### src/rtl/act_pkg.sv
package act_pkg;

  typedef struct packed {
    logic cond_mode;
    logic rd_true;
    logic rd_inv;
    logic sel_prop;
    logic sel_carry;
  } act_ctl_t;

endpackage

### src/rtl/act_cond_decode.sv
module act_cond_decode
  import act_pkg::*;
(
  input  act_ctl_t ctl,
  input  logic     prop_ind,
  input  logic     carry_in,
  output logic     capture,
  output logic     cap_value,
  output logic     illegal
);

  logic one_sel;
  logic one_rd;
  logic src;

  always_comb begin
    illegal = (ctl.sel_prop & ctl.sel_carry) | (ctl.rd_true & ctl.rd_inv);
    one_sel = ctl.sel_prop ^ ctl.sel_carry;
    one_rd  = ctl.rd_true ^ ctl.rd_inv;
    src     = ctl.sel_prop ? prop_ind : carry_in;
    // Invert on the complemented read.
    cap_value = src ^ ctl.rd_inv;
    capture   = ctl.cond_mode & one_sel & one_rd & ~illegal;
  end

endmodule

### src/rtl/act_flag_reg.sv
module act_flag_reg
  import act_pkg::*;
(
  input  logic     clk,
  input  logic     rst,
  input  act_ctl_t ctl,
  input  logic     capture,
  input  logic     cap_value,
  input  logic     illegal,
  output logic     flag_q,
  output logic     cond_q,
  output logic     err_q,
  output logic     gate_en
);

  always_ff @(posedge clk) begin
    if (rst) begin
      flag_q <= 1'b0;
      cond_q <= 1'b0;
      err_q  <= 1'b0;
    end else begin
      if (capture) flag_q <= cap_value;
      cond_q <= ctl.cond_mode;
      err_q  <= illegal;
    end
  end

  // The mask comes from registered state only, so it acts on the next instruction.
  assign gate_en = ~cond_q | flag_q;

  AST_ILLEGAL_HOLD: assert property (@(posedge clk) disable iff (rst)
    illegal |=> ($stable(flag_q) && err_q)) else $error("illegal hold");

  AST_NOCOND_HOLD: assert property (@(posedge clk) disable iff (rst)
    (!ctl.cond_mode) |=> $stable(flag_q)) else $error("flag moved");

endmodule

### src/rtl/act_strobe_gate.sv
module act_strobe_gate #(
  parameter int N_GATED = 11,
  parameter int N_FREE  = 4
) (
  input  logic               clk,
  input  logic               rst,
  input  logic               gate_en,
  input  logic [N_GATED-1:0] gated_raw,
  input  logic [N_FREE-1:0]  free_raw,
  output logic [N_GATED-1:0] gated_q,
  output logic [N_FREE-1:0]  free_q
);

  for (genvar g = 0; g < N_GATED; g++) begin : g_gated
    always_ff @(posedge clk) begin
      if (rst) gated_q[g] <= 1'b0;
      else     gated_q[g] <= gated_raw[g] & gate_en;
    end
  end

  for (genvar f = 0; f < N_FREE; f++) begin : g_free
    always_ff @(posedge clk) begin
      if (rst) free_q[f] <= 1'b0;
      else     free_q[f] <= free_raw[f];
    end
  end

  AST_GATED_BLOCK: assert property (@(posedge clk) disable iff (rst)
    (!gate_en) |=> (gated_q == '0)) else $error("masked strobe leaked");

  AST_GATED_PASS: assert property (@(posedge clk) disable iff (rst)
    gate_en |=> (gated_q == $past(gated_raw))) else $error("strobe lost");

  AST_FREE_PASS: assert property (@(posedge clk) disable iff (rst)
    1'b1 |=> (free_q == $past(free_raw))) else $error("free strobe changed");

endmodule

### src/rtl/act_flag_unit.sv
module act_flag_unit
  import act_pkg::*;
#(
  parameter int N_LOAD = 8,
  parameter int N_FREE = 4
) (
  input  logic              clk,
  input  logic              rst,
  input  logic              ctl_cond,
  input  logic              ctl_rd_true,
  input  logic              ctl_rd_inv,
  input  logic              ctl_sel_prop,
  input  logic              ctl_sel_carry,
  input  logic              prop_ind,
  input  logic              carry_in,
  input  logic [N_LOAD-1:0] load_raw,
  input  logic              seed_raw,
  input  logic              space_raw,
  input  logic              gread_raw,
  input  logic [N_FREE-1:0] free_raw,
  output logic [N_LOAD-1:0] load_q,
  output logic              seed_q,
  output logic              space_q,
  output logic              gread_q,
  output logic [N_FREE-1:0] free_q,
  output logic              flag_q,
  output logic              ctl_err_q
);

  localparam int N_GATED = N_LOAD + 3;

  act_ctl_t           ctl;
  logic               capture;
  logic               cap_value;
  logic               illegal;
  logic               cond_q;
  logic               gate_en;
  logic [N_GATED-1:0] gated_raw;
  logic [N_GATED-1:0] gated_q;

  assign ctl = '{cond_mode: ctl_cond, rd_true: ctl_rd_true, rd_inv: ctl_rd_inv,
                 sel_prop: ctl_sel_prop, sel_carry: ctl_sel_carry};

  act_cond_decode u_decode (
    .ctl       (ctl),
    .prop_ind  (prop_ind),
    .carry_in  (carry_in),
    .capture   (capture),
    .cap_value (cap_value),
    .illegal   (illegal)
  );

  act_flag_reg u_flag (
    .clk       (clk),
    .rst       (rst),
    .ctl       (ctl),
    .capture   (capture),
    .cap_value (cap_value),
    .illegal   (illegal),
    .flag_q    (flag_q),
    .cond_q    (cond_q),
    .err_q     (ctl_err_q),
    .gate_en   (gate_en)
  );

  assign gated_raw = {gread_raw, space_raw, seed_raw, load_raw};

  act_strobe_gate #(.N_GATED(N_GATED), .N_FREE(N_FREE)) u_gate (
    .clk       (clk),
    .rst       (rst),
    .gate_en   (gate_en),
    .gated_raw (gated_raw),
    .free_raw  (free_raw),
    .gated_q   (gated_q),
    .free_q    (free_q)
  );

  assign load_q  = gated_q[N_LOAD-1:0];
  assign seed_q  = gated_q[N_LOAD];
  assign space_q = gated_q[N_LOAD+1];
  assign gread_q = gated_q[N_LOAD+2];

  AST_UNCOND_PASS: assert property (@(posedge clk) disable iff (rst)
    (!cond_q) |=> (load_q == $past(load_raw))) else $error("uncond load");

  AST_IF_TRUE_CARRY: assert property (@(posedge clk) disable iff (rst)
    (ctl_cond && ctl_rd_true && !ctl_rd_inv && ctl_sel_carry && !ctl_sel_prop)
    |=> (flag_q == $past(carry_in))) else $error("true capture");

  AST_IF_INV_PROP: assert property (@(posedge clk) disable iff (rst)
    (ctl_cond && ctl_rd_inv && !ctl_rd_true && ctl_sel_prop && !ctl_sel_carry)
    |=> (flag_q == !$past(prop_ind))) else $error("inverted capture");

endmodule

### config.mk
export PLATFORM = sky130hd
export DESIGN_NAME = act_flag_unit
export DESIGN_NICKNAME = d
export VERILOG_FILES = /design/src/rtl/act_pkg.sv /design/src/rtl/act_cond_decode.sv /design/src/rtl/act_flag_reg.sv /design/src/rtl/act_strobe_gate.sv /design/src/rtl/act_flag_unit.sv
export SDC_FILE = /design/constraint.sdc
export NUM_CORES = 1
export LEC_CHECK = 0
export ABC_AREA = 1
export BUFFER_PORTS_ARGS = -buffer_cell sky130_fd_sc_hd__buf_2
export CORE_ASPECT_RATIO = 0.9
export CORE_MARGIN = 2
export CORE_UTILIZATION = 42
export DETAILED_ROUTE_END_ITERATION = 12
export PLACE_DENSITY = 0.8
export SLEW_MARGIN = 40
export SYNTH_ARGS = -nofsm -noshare
export SYNTH_HDL_FRONTEND = slang
export SYNTH_SLANG_ARGS = --single-unit
### constraint.sdc
create_clock -name clk -period 1.4 [get_ports clk]
set_input_delay 0.07 -clock clk [delete_from_list [all_inputs] [get_ports clk]]
set_output_delay 0.07 -clock clk [all_outputs]
set_load 0.05 [all_outputs]
==> metrics.cfg, run 1 <==
[clock_tree]
cts.sinks=18
clock-root-buffer=clkbuf_4
numCtsBuffers=3
clockBufferDepth=2
htreeDepth=1
insertion_delay_ns=0.28
cts_setup_buffers=0
clk_pin_slew_ns=0.09
cts_tree=built

[synth]
syn_inst=78
ys_async_sr_fraction_pct=0
ys_types=10
synth_top_area_cell=dfxtp_1
yosysSeqAreaShare_pct=58.3
synth_common_cells=21 x nor2_1, 18 x dfxtp_1, 18 x nand2_1, 12 x inv_1, 3 x nand3_1
syn_nets=104
yosysMostFrequentCell=nor2_1
synthTopCellsByArea=dfxtp_1 58%, nor2_1 13%, nand2_1 11%, inv_1 7.3%, ha_1 4.0%
ys.warnings.count=0
syn_avg_cell_area_um2=7.92
synth_edf_count=0
synth_top_area_share_pct=58.3
ys_ff_latch=18
synth_flop_cell=dfxtp_1
synth_area_um2=618

[detailed_routing]
via_count=620
wire_per_inst_um=8.50
vias_per_cell=4.16
drt-initial-drc-count=7
first_pass_iters=2
ant_nets=0
wl_um=1270
drc=0

[setup_path]
r2r_cells=4
path_delay_family=flip-flops
path_cells=buf_2
cp_num_cells=1
critPathSlowestCell=dfxtp_1
crit_path_start=u_flag.flag_q
r2r_start=u_flag.cond_q
reg2reg_to=u_gate.gated_q[7]
crit_end=flag_q
end_kind=primary output
slowest_delay_ns=0.36
cp.arrival_ns=0.90
path_buf_inv=1
r2r_slack_ns=0.65
critPathLaunchType=register
crit_required_ns=1.33
criticalPathCategory=reg2out
cp_max_fo=3

[placed_design]
numPortBuffers=40
dp.cells=132
place_congestion=0.669
hpwl_um=891

[floorplanning]
fp.coreArea_mm2=0.00142
start_util_pct=43.7
rows=13
dieArea_mm2=0.00179
io_pins=41
dieWidth_um=44.4
die_y_um=40.4

[run]
maxCapViolations=0

[timing]
timing.slew.headroom_pct=83.1
finalHoldViolCount=0
tns_ns=0
fin_crit_ns=0.974
rsz0062_at_grt=false
finalSetupViolCount=0
fin_skew_ns=0.00199
drv_slew=0
max_freq_ghz=1.03
min_period_over_period_pct=69.6
tightest_slew_ns=0.256

[final_layout]
area_growth_pct=60.9
instances_no_fill=149
antenna_cells=0
nNetsFinal=161
drive_above_1_share_pct=35.1

[pwr]
vdd_ir_drop_max_mv=0.503
p_leak_nw=0.577
p_per_area_mw_per_mm2=1100

[global_routing]
grt_usage_pct=16.6
grt-ovfl-total=0
antenna_found_initial=0
grt_pass1_wl_um=2040
grt_pass1_vias=557
grt_max_degree=13

[outcome]
outcome=completed

[hold_path]
hp-class=in2reg

## timing repair
item,in CTS,in global routing
hold endpoints to repair,12,1
gates resized for setup,0,0
hold buffers,12,1
## cell usage in the layout, fill, tap and decap left out
master         netlist  routed
inv_2                1       1
inv_1               12      12
nand2_1             18      18
nor2_1              21      21
dfxtp_1             18      18
clkbuf_4             0       3
buf_2                1      40
ha_1                 2       2
nand3_1              3       3
nand2_2              1       1
dlygate4sd3_1        0      13
buf_4                0       1
clkbuf_8             0       1
## cell families (layout without fill, tap and decap cells)
group	Yosys count	count (layout)	share of synthesized area, %
flip-flops	18	18	58.3
AND/OR/NAND/NOR	43	43	27.1
buffers and inverters	15	71	10.5
adder cells (fa/ha/maj)	2	2	4.05
## stage by stage
stage               total power, mW  util (%)  hold WS (ns)  worst slack [ns]  cell area [um^2]
floorplan                     0.710         -         0.141             0.348               618
global placement              0.774      58.5         0.270             0.523               828
detailed placement            0.779      58.5         0.286             0.488               828
CTS                            1.11      69.6      0.000862             0.400               985
global route                   1.16      70.3       0.00447             0.366               995
finish                         1.10      70.3        0.0139             0.426               995
## worst min-delay path by stage
stage | from | end | slack, ns | depth (start not counted)
6_report | load_raw[4] | u_gate.gated_q[4] | 0.01 | 3
5_1_grt | rst | u_gate.free_q[3] | 0.004 | 2
4_1_cts | space_raw | u_gate.gated_q[9] | 0.0009 | 3
3_5_place_dp | free_raw[3] | u_gate.free_q[3] | 0.29 | 3
3_3_place_gp | free_raw[1] | u_gate.free_q[1] | 0.27 | 3
2_1_floorplan | rst | u_flag.cond_q | 0.14 | 1
## registers in the layout, summed over array words and instances, names as in the netlist
| signal | flops |
|---|---|
| u_gate.gated_q | 11 |
| u_gate.free_q | 4 |
| u_flag.cond_q | 1 |
| u_flag.err_q | 1 |
| u_flag.flag_q | 1 |
## cell type report
cell class | count | area [um^2]
Tap cell | 15 | 18.8
Inverter | 13 | 48.8
Fill cell | 121 | 420
Timing Repair Buffer | 54 | 338
Sequential cell | 18 | 360
Clock buffer | 4 | 36.3
Multi-Input combinational cell | 45 | 193
## power by group
group | internal [mW] | switching [mW] | leakage, nW | total, mW
sequential | 0.541 | 0.00673 | 0.149 | 0.547
clock | 0.158 | 0.144 | 0.0210 | 0.302
combinational | 0.0875 | 0.159 | 0.407 | 0.246
total | 0.786 | 0.310 | 0.577 | 1.10
## routing by layer
metal  part of all wire, %  vias to the layer above  global-route usage, %
met5                     0                        -                      0
met4                     0                        0                   9.09
met3                    11                        0                   5.41
met2                    50                       31                   32.7
met1                    39                      252                   15.4
li1                      -                      337                      -
No activity file was read; power rests on OpenSTA's default activity.
==> inputs of run 2 (changes only) <==
--- a/config.mk
+++ b/config.mk
@@ -9,9 +9,9 @@
 export BUFFER_PORTS_ARGS = -buffer_cell sky130_fd_sc_hd__buf_2
 export CORE_ASPECT_RATIO = 0.9
 export CORE_MARGIN = 2
-export CORE_UTILIZATION = 42
+export CORE_UTILIZATION = 39
 export DETAILED_ROUTE_END_ITERATION = 12
-export PLACE_DENSITY = 0.8
+export PLACE_DENSITY = 0.75
 export SLEW_MARGIN = 40
 export SYNTH_ARGS = -nofsm -noshare
 export SYNTH_HDL_FRONTEND = slang
==> constraint.sdc (replaced) <==
create_clock -name clk -period 0.9 [get_ports clk]
set_input_delay 0.045 -clock clk [delete_from_list [all_inputs] [get_ports clk]]
set_output_delay 0.045 -clock clk [all_outputs]
set_load 0.05 [all_outputs]
==> run 2 against run 1 <==
Compared with the run above:
- core utilization is 2.0 points higher
- cell count grew 0.67%
- design area rose by 6.4%
- routed wire length up 30%
- via count grew 4.0%
- sequential power increased by 57%
- global-route usage grew 1.1 points
==> metrics.cfg, run 2 (same netlist as run 1, synthesis figures left out) <==
[outcome]
outcome=completed

[setup_path]
criticalPathCategory=reg2out
crit_path_start=u_gate.gated_q[10]
path_delay_family=flip-flops
r2r_start=u_flag.flag_q
critPathLaunchType=register
cp_max_fo=1  ; -2
cp_num_cells=1  ; unchanged
crit_required_ns=0.85  ; -0.48 ns
cp.arrival_ns=0.84  ; -0.06 ns
path_cells=clkbuf_4
path_buf_inv=1  ; unchanged
end_kind=primary output
r2r_cells=3  ; -1
slowest_delay_ns=0.33  ; -0.03 ns
critPathSlowestCell=dfxtp_1

[detailed_routing]
via_count=645  ; +4.0%
drc=0  ; unchanged
wire_per_inst_um=11.0  ; +29%
wl_um=1650  ; +30%
vias_per_cell=4.30  ; +3.3%
first_pass_iters=3  ; +1
drt-initial-drc-count=8  ; +1
ant_nets=0  ; unchanged

[timing]
tns_ns=0  ; unchanged
drv_slew=0  ; unchanged
max_freq_ghz=1.13
finalHoldViolCount=0  ; unchanged
timing.slew.headroom_pct=86.4  ; +3.4 points
min_period_over_period_pct=97.9
fin_crit_ns=0.881
finalSetupViolCount=0  ; unchanged
holdWs_ns=0.00884  ; -0.00509 ns
tightest_slew_ns=0.203  ; -0.0527 ns
fin_skew_ns=0.00265  ; +0.000660 ns

[global_routing]
grt_pass1_vias=598  ; +7.4%
antenna_found_initial=0  ; unchanged
grt_pass1_wl_um=2480  ; +22%
grt_max_degree=13  ; unchanged
grt_usage_pct=17.7  ; +1.1 points
grt-ovfl-total=0  ; unchanged

[final_layout]
instances_no_fill=150  ; +0.67%
layout_common_cells=22 x buf_2, 21 x nor2_1, 18 x nand2_1
layout_commonest_cell=buf_2
drive_above_1_share_pct=34.8  ; -0.26 points
area_growth_pct=71.3
regMostFlops=u_gate.gated_q
largest_reg_flops=11  ; unchanged
largestRegisters=u_gate.gated_q (11), u_gate.free_q (4)
antenna_cells=0  ; unchanged
nNetsFinal=163  ; +1.2%
design_area_mm2=0.00106  ; +6.4%

[placed_design]
numPortBuffers=40  ; unchanged
post_dp_cell_area_um2=830  ; +0.15%
place_congestion=0.677  ; +1.2%
hpwl_um=962  ; +8.0%
dp.cells=132  ; unchanged

[clock_tree]
htreeDepth=1  ; unchanged
numCtsBuffers=3  ; unchanged
cts.sinks=18  ; unchanged
insertion_delay_ns=0.28  ; about the same
clockBufferDepth=2  ; unchanged
cts_tree=built
clk_pin_slew_ns=0.10  ; about the same
cts_setup_buffers=0  ; unchanged
clock-root-buffer=clkbuf_4

[run]
maxCapViolations=0  ; unchanged

[pwr]
vdd_ir_drop_max_mv=0.722  ; +43%
p_per_area_mw_per_mm2=1580  ; +43%
p_leak_nw=0.584  ; +1.2%
p_total_mw=1.67  ; +52%

[floorplanning]
io_pins=41  ; unchanged
fp.coreArea_mm2=0.00146  ; +3.4%
rows=13  ; unchanged
start_util_pct=42.2  ; -1.5 points
dieArea_mm2=0.00192  ; +7.0%
dieWidth_um=46.0  ; +3.4%
die_y_um=41.8  ; +3.4%

[hold_path]
hp-class=in2reg
whs_path_depth=2  ; -1
min_from=rst

-- run 2: cell count changes in the layout (fill, tap and decap cells not counted), sizes merged --
cell / previous run / this run
dlygate4sd3: 13 / 16
clkbuf: 4 / 8
buf: 41 / 35
-- run 2: final cells by class --
class	instances	area, um^2
clock buffers	3	22.5
fillers	121	405
inverters	13	48.8
multi-input cells	45	198
flip-flops and latches	18	362
well taps	15	18.8
repair buffers	56	409
-- run 2: metrics by stage --
stage	worst slack, ns	util (%)
global placement	0.0432	56.7
finish	0.0189	72.3
detailed placement	0.0146	56.7
global route	-0.0230	72.3
floorplan	0.0141	-
CTS	0.00132	70.7
-- run 2: where the power goes --
| group | internal [mW] | switching (mW) | total, mW |
|---|---|---|---|
| Combinational | 0.169 | 0.257 | 0.425 |
| Clock | 0.155 | 0.230 | 0.385 |
| Sequential | 0.842 | 0.0146 | 0.857 |
-- run 2: repair_timing --
item                       CTS  global route
hold endpoints to repair    16             0
setup endpoints to repair    9            10
gates cloned                 0             0
hold buffers                16             0
gates resized for setup      9            13
pin swaps                    0             1
-- run 2: path summary, 6_finish.rpt --
check                      end  slack [ns]
max                    gread_q        0.02
min           u_gate.free_q[2]       0.009
max reg2reg  u_gate.gated_q[0]        0.12
min reg2reg      u_flag.flag_q        0.55
-- run 2: metal layers --
metal  up-vias  track usage (%)  share of wire, %
li1        339                -                 -
met1       283             18.4                37
met2        21             32.5                58
met3         2             2.61               4.3
met4         0             8.57              0.79
met5         -                0                 0
==> inputs of run 3 (changes only) <==
--- a/config.mk
+++ b/config.mk
@@ -11,6 +11,7 @@
 export CORE_MARGIN = 2
 export CORE_UTILIZATION = 39
 export DETAILED_ROUTE_END_ITERATION = 12
+export GPL_TIMING_DRIVEN = 0
 export PLACE_DENSITY = 0.75
 export SLEW_MARGIN = 40
 export SYNTH_ARGS = -nofsm -noshare
==> run 3 against run 2 <==
Compared with the run above:
- the flow now finishes with violations (negative setup slack)
- worst setup slack lost 0.034 ns
- first-iteration DRC count decreased by 88%
- critical path depth grew 2
- via count is 4.0% higher
- design area increased by 3.5%
- power increased by 7.0%
==> metrics.cfg, run 3 (same netlist as run 1, synthesis figures left out) <==
[clock_tree]
insertion_delay_ns=0.29  ; about the same
cts_setup_buffers=0  ; unchanged
numCtsBuffers=3  ; unchanged
clockBufferDepth=2  ; unchanged
cts_tree=built
cts.sinks=18  ; unchanged
clock-root-buffer=clkbuf_4
clk_pin_slew_ns=0.10  ; about the same
htreeDepth=1  ; unchanged

[timing]
drv_slew=0  ; unchanged
fin_crit_ns=0.916  ; +0.0344 ns
finalHoldViolCount=0  ; unchanged
holdWs_ns=0.130  ; +0.122 ns
finalSetupViolCount=10  ; +10
tightest_slew_ns=0.275  ; +0.0713 ns
max_freq_ghz=1.09  ; -3.8%
rsz0062_at_grt=true
timing.slew.headroom_pct=81.7  ; -4.7 points
fin_skew_ns=0.00442  ; +0.00176 ns
min_period_over_period_pct=102  ; +3.8 points
fin_ws_ns=-0.0155  ; -0.0344 ns

[outcome]
outcome=finished, violations left
violations=negative setup slack

[detailed_routing]
drc=0  ; unchanged
first_pass_iters=2  ; -1
vias_per_cell=4.39  ; +2.0%
ant_nets=0  ; unchanged
wl_um=1630  ; -1.2%
via_count=671  ; +4.0%
drt-initial-drc-count=1  ; -7
wire_per_inst_um=10.6  ; -3.2%

[pwr]
p_per_area_mw_per_mm2=1630  ; +3.3%
power_frac_seq_pct=48.0  ; -3.4 points
switching_power_mw=0.517  ; +3.2%
p_total_mw=1.78  ; +7.0%
p_comb_share_pct=24.5  ; -1.0 points
p_leak_nw=0.612  ; +4.7%
p_int_mw=1.27  ; +8.6%
clkPwrFrac_pct=27.4  ; +4.3 points
sw_frac_of_total_pct=29.0  ; -1.1 points
vdd_ir_drop_max_mv=0.889  ; +23%

[final_layout]
nNetsFinal=165  ; +1.2%
largestRegisters=u_gate.gated_q (11), u_gate.free_q (4)
drive_above_1_share_pct=35.5  ; +0.69 points
layout_commonest_cell=buf_2
largest_reg_flops=11  ; unchanged
fin_util_pct=74.9  ; +2.6 points
layout_common_cells=22 x buf_2, 21 x nor2_1, 18 x nand2_1
regMostFlops=u_gate.gated_q
area_growth_pct=77.3
antenna_cells=0  ; unchanged

[placed_design]
hpwl_um=965  ; +0.25%
place_congestion=0.660  ; -2.6%
numPortBuffers=40  ; unchanged

[setup_path]
r2r_slack_ns=-0.02  ; -0.14 ns
r2r_start=u_flag.flag_q
cp.arrival_ns=1.11  ; +0.27 ns
reg2reg_to=u_gate.gated_q[8]
criticalPathCategory=reg2reg
critPathLaunchType=register
end_kind=register
crit_required_ns=1.09  ; +0.24 ns
cp_max_fo=10  ; +9
r2r_cells=3  ; unchanged
crit_path_start=u_flag.flag_q

[floorplanning]
die_y_um=41.8  ; unchanged
io_pins=41  ; unchanged
fp.coreArea_mm2=0.00146  ; unchanged
dieArea_mm2=0.00192  ; unchanged
dieWidth_um=46.0  ; unchanged
start_util_pct=42.2  ; unchanged
rows=13  ; unchanged

[hold_path]
hold-path-endpoint=u_flag.flag_q
whs_path_depth=5  ; +3
min_from=ctl_rd_inv
hp-class=in2reg

[global_routing]
grt_pass1_wl_um=2680  ; +8.1%
grt_pass1_vias=680  ; +14%
grt-ovfl-total=0  ; unchanged
grt_max_degree=11  ; -2
antenna_found_initial=0  ; unchanged
grt_usage_pct=19.3  ; +1.7 points

[run]
maxCapViolations=0  ; unchanged

==> run 3: changes by cell type in the layout (fill, tap and decap cells not counted), sizes merged <==
cell and change:
buf +5, clkbuf -3, dlymetal6s4s +1
==> run 3: worst max-delay path by stage <==
stage	to	slack, ns	cells after the start
floorplan	u_gate.gated_q[10]	0.01	3
global placement	u_flag.flag_q	0.02	8
detailed placement	u_flag.flag_q	0.001	7
CTS	ctl_err_q	0.002	1
global route	u_gate.gated_q[2]	-0.06	4
finish	u_gate.gated_q[8]	-0.02	3
==> run 3: layout make-up <==
cell class	count	area, um^2
well taps	15	18.8
inverters	13	48.8
plain buffers	2	18.8
clock buffers	4	36.3
fillers	110	368
multi-input cells	45	198
repair buffers	56	414
flip-flops and latches	18	362
==> run 3: worst max-delay path: stages, from the launching register on <==
cell	delay, ns
dfxtp_2	0.34
nor2_1	0.20
buf_4	0.22
nor2_1	0.06
==> run 3: per-stage QoR <==
stage	TNS (ns)	setup slack (ns)	instances	instance area, um^2
after floorplan	0	0.0141	78	619
after global placement	0	0.0244	133	838
after detailed placement	0	0.00138	133	838
after CTS	0	0.00165	154	1080
after global routing	-0.591	-0.0643	153	1100
final	-0.0943	-0.0155	153	1100
==> run 3: per-layer routing <==
metal / routed length, um / global-route usage, %
met3: 110 / 7.83
met2: 888 / 33.3
met1: 581 / 19.0
met4: 46 / 9.71
met5: 0 / 0
==> run 3: repair_timing <==
item                                   in CTS  in global routing
pin swaps                                   0                  1
setup endpoints to repair                  16                 14
gates cloned                                0                  0
endpoints found under the hold margin      16                  0
hold buffers                               17                  0
gates resized for setup                    16                  6
==> run 3: power by group through the flow <==
stage	clock network (mW)	logic, mW	registers (mW)
finish	0.489	0.438	0.856
global route	0.531	0.472	0.861
CTS	0.496	0.426	0.855
detailed placement	0	0.345	0.871
global placement	0	0.339	0.870
floorplan	0	0.0792	1.03
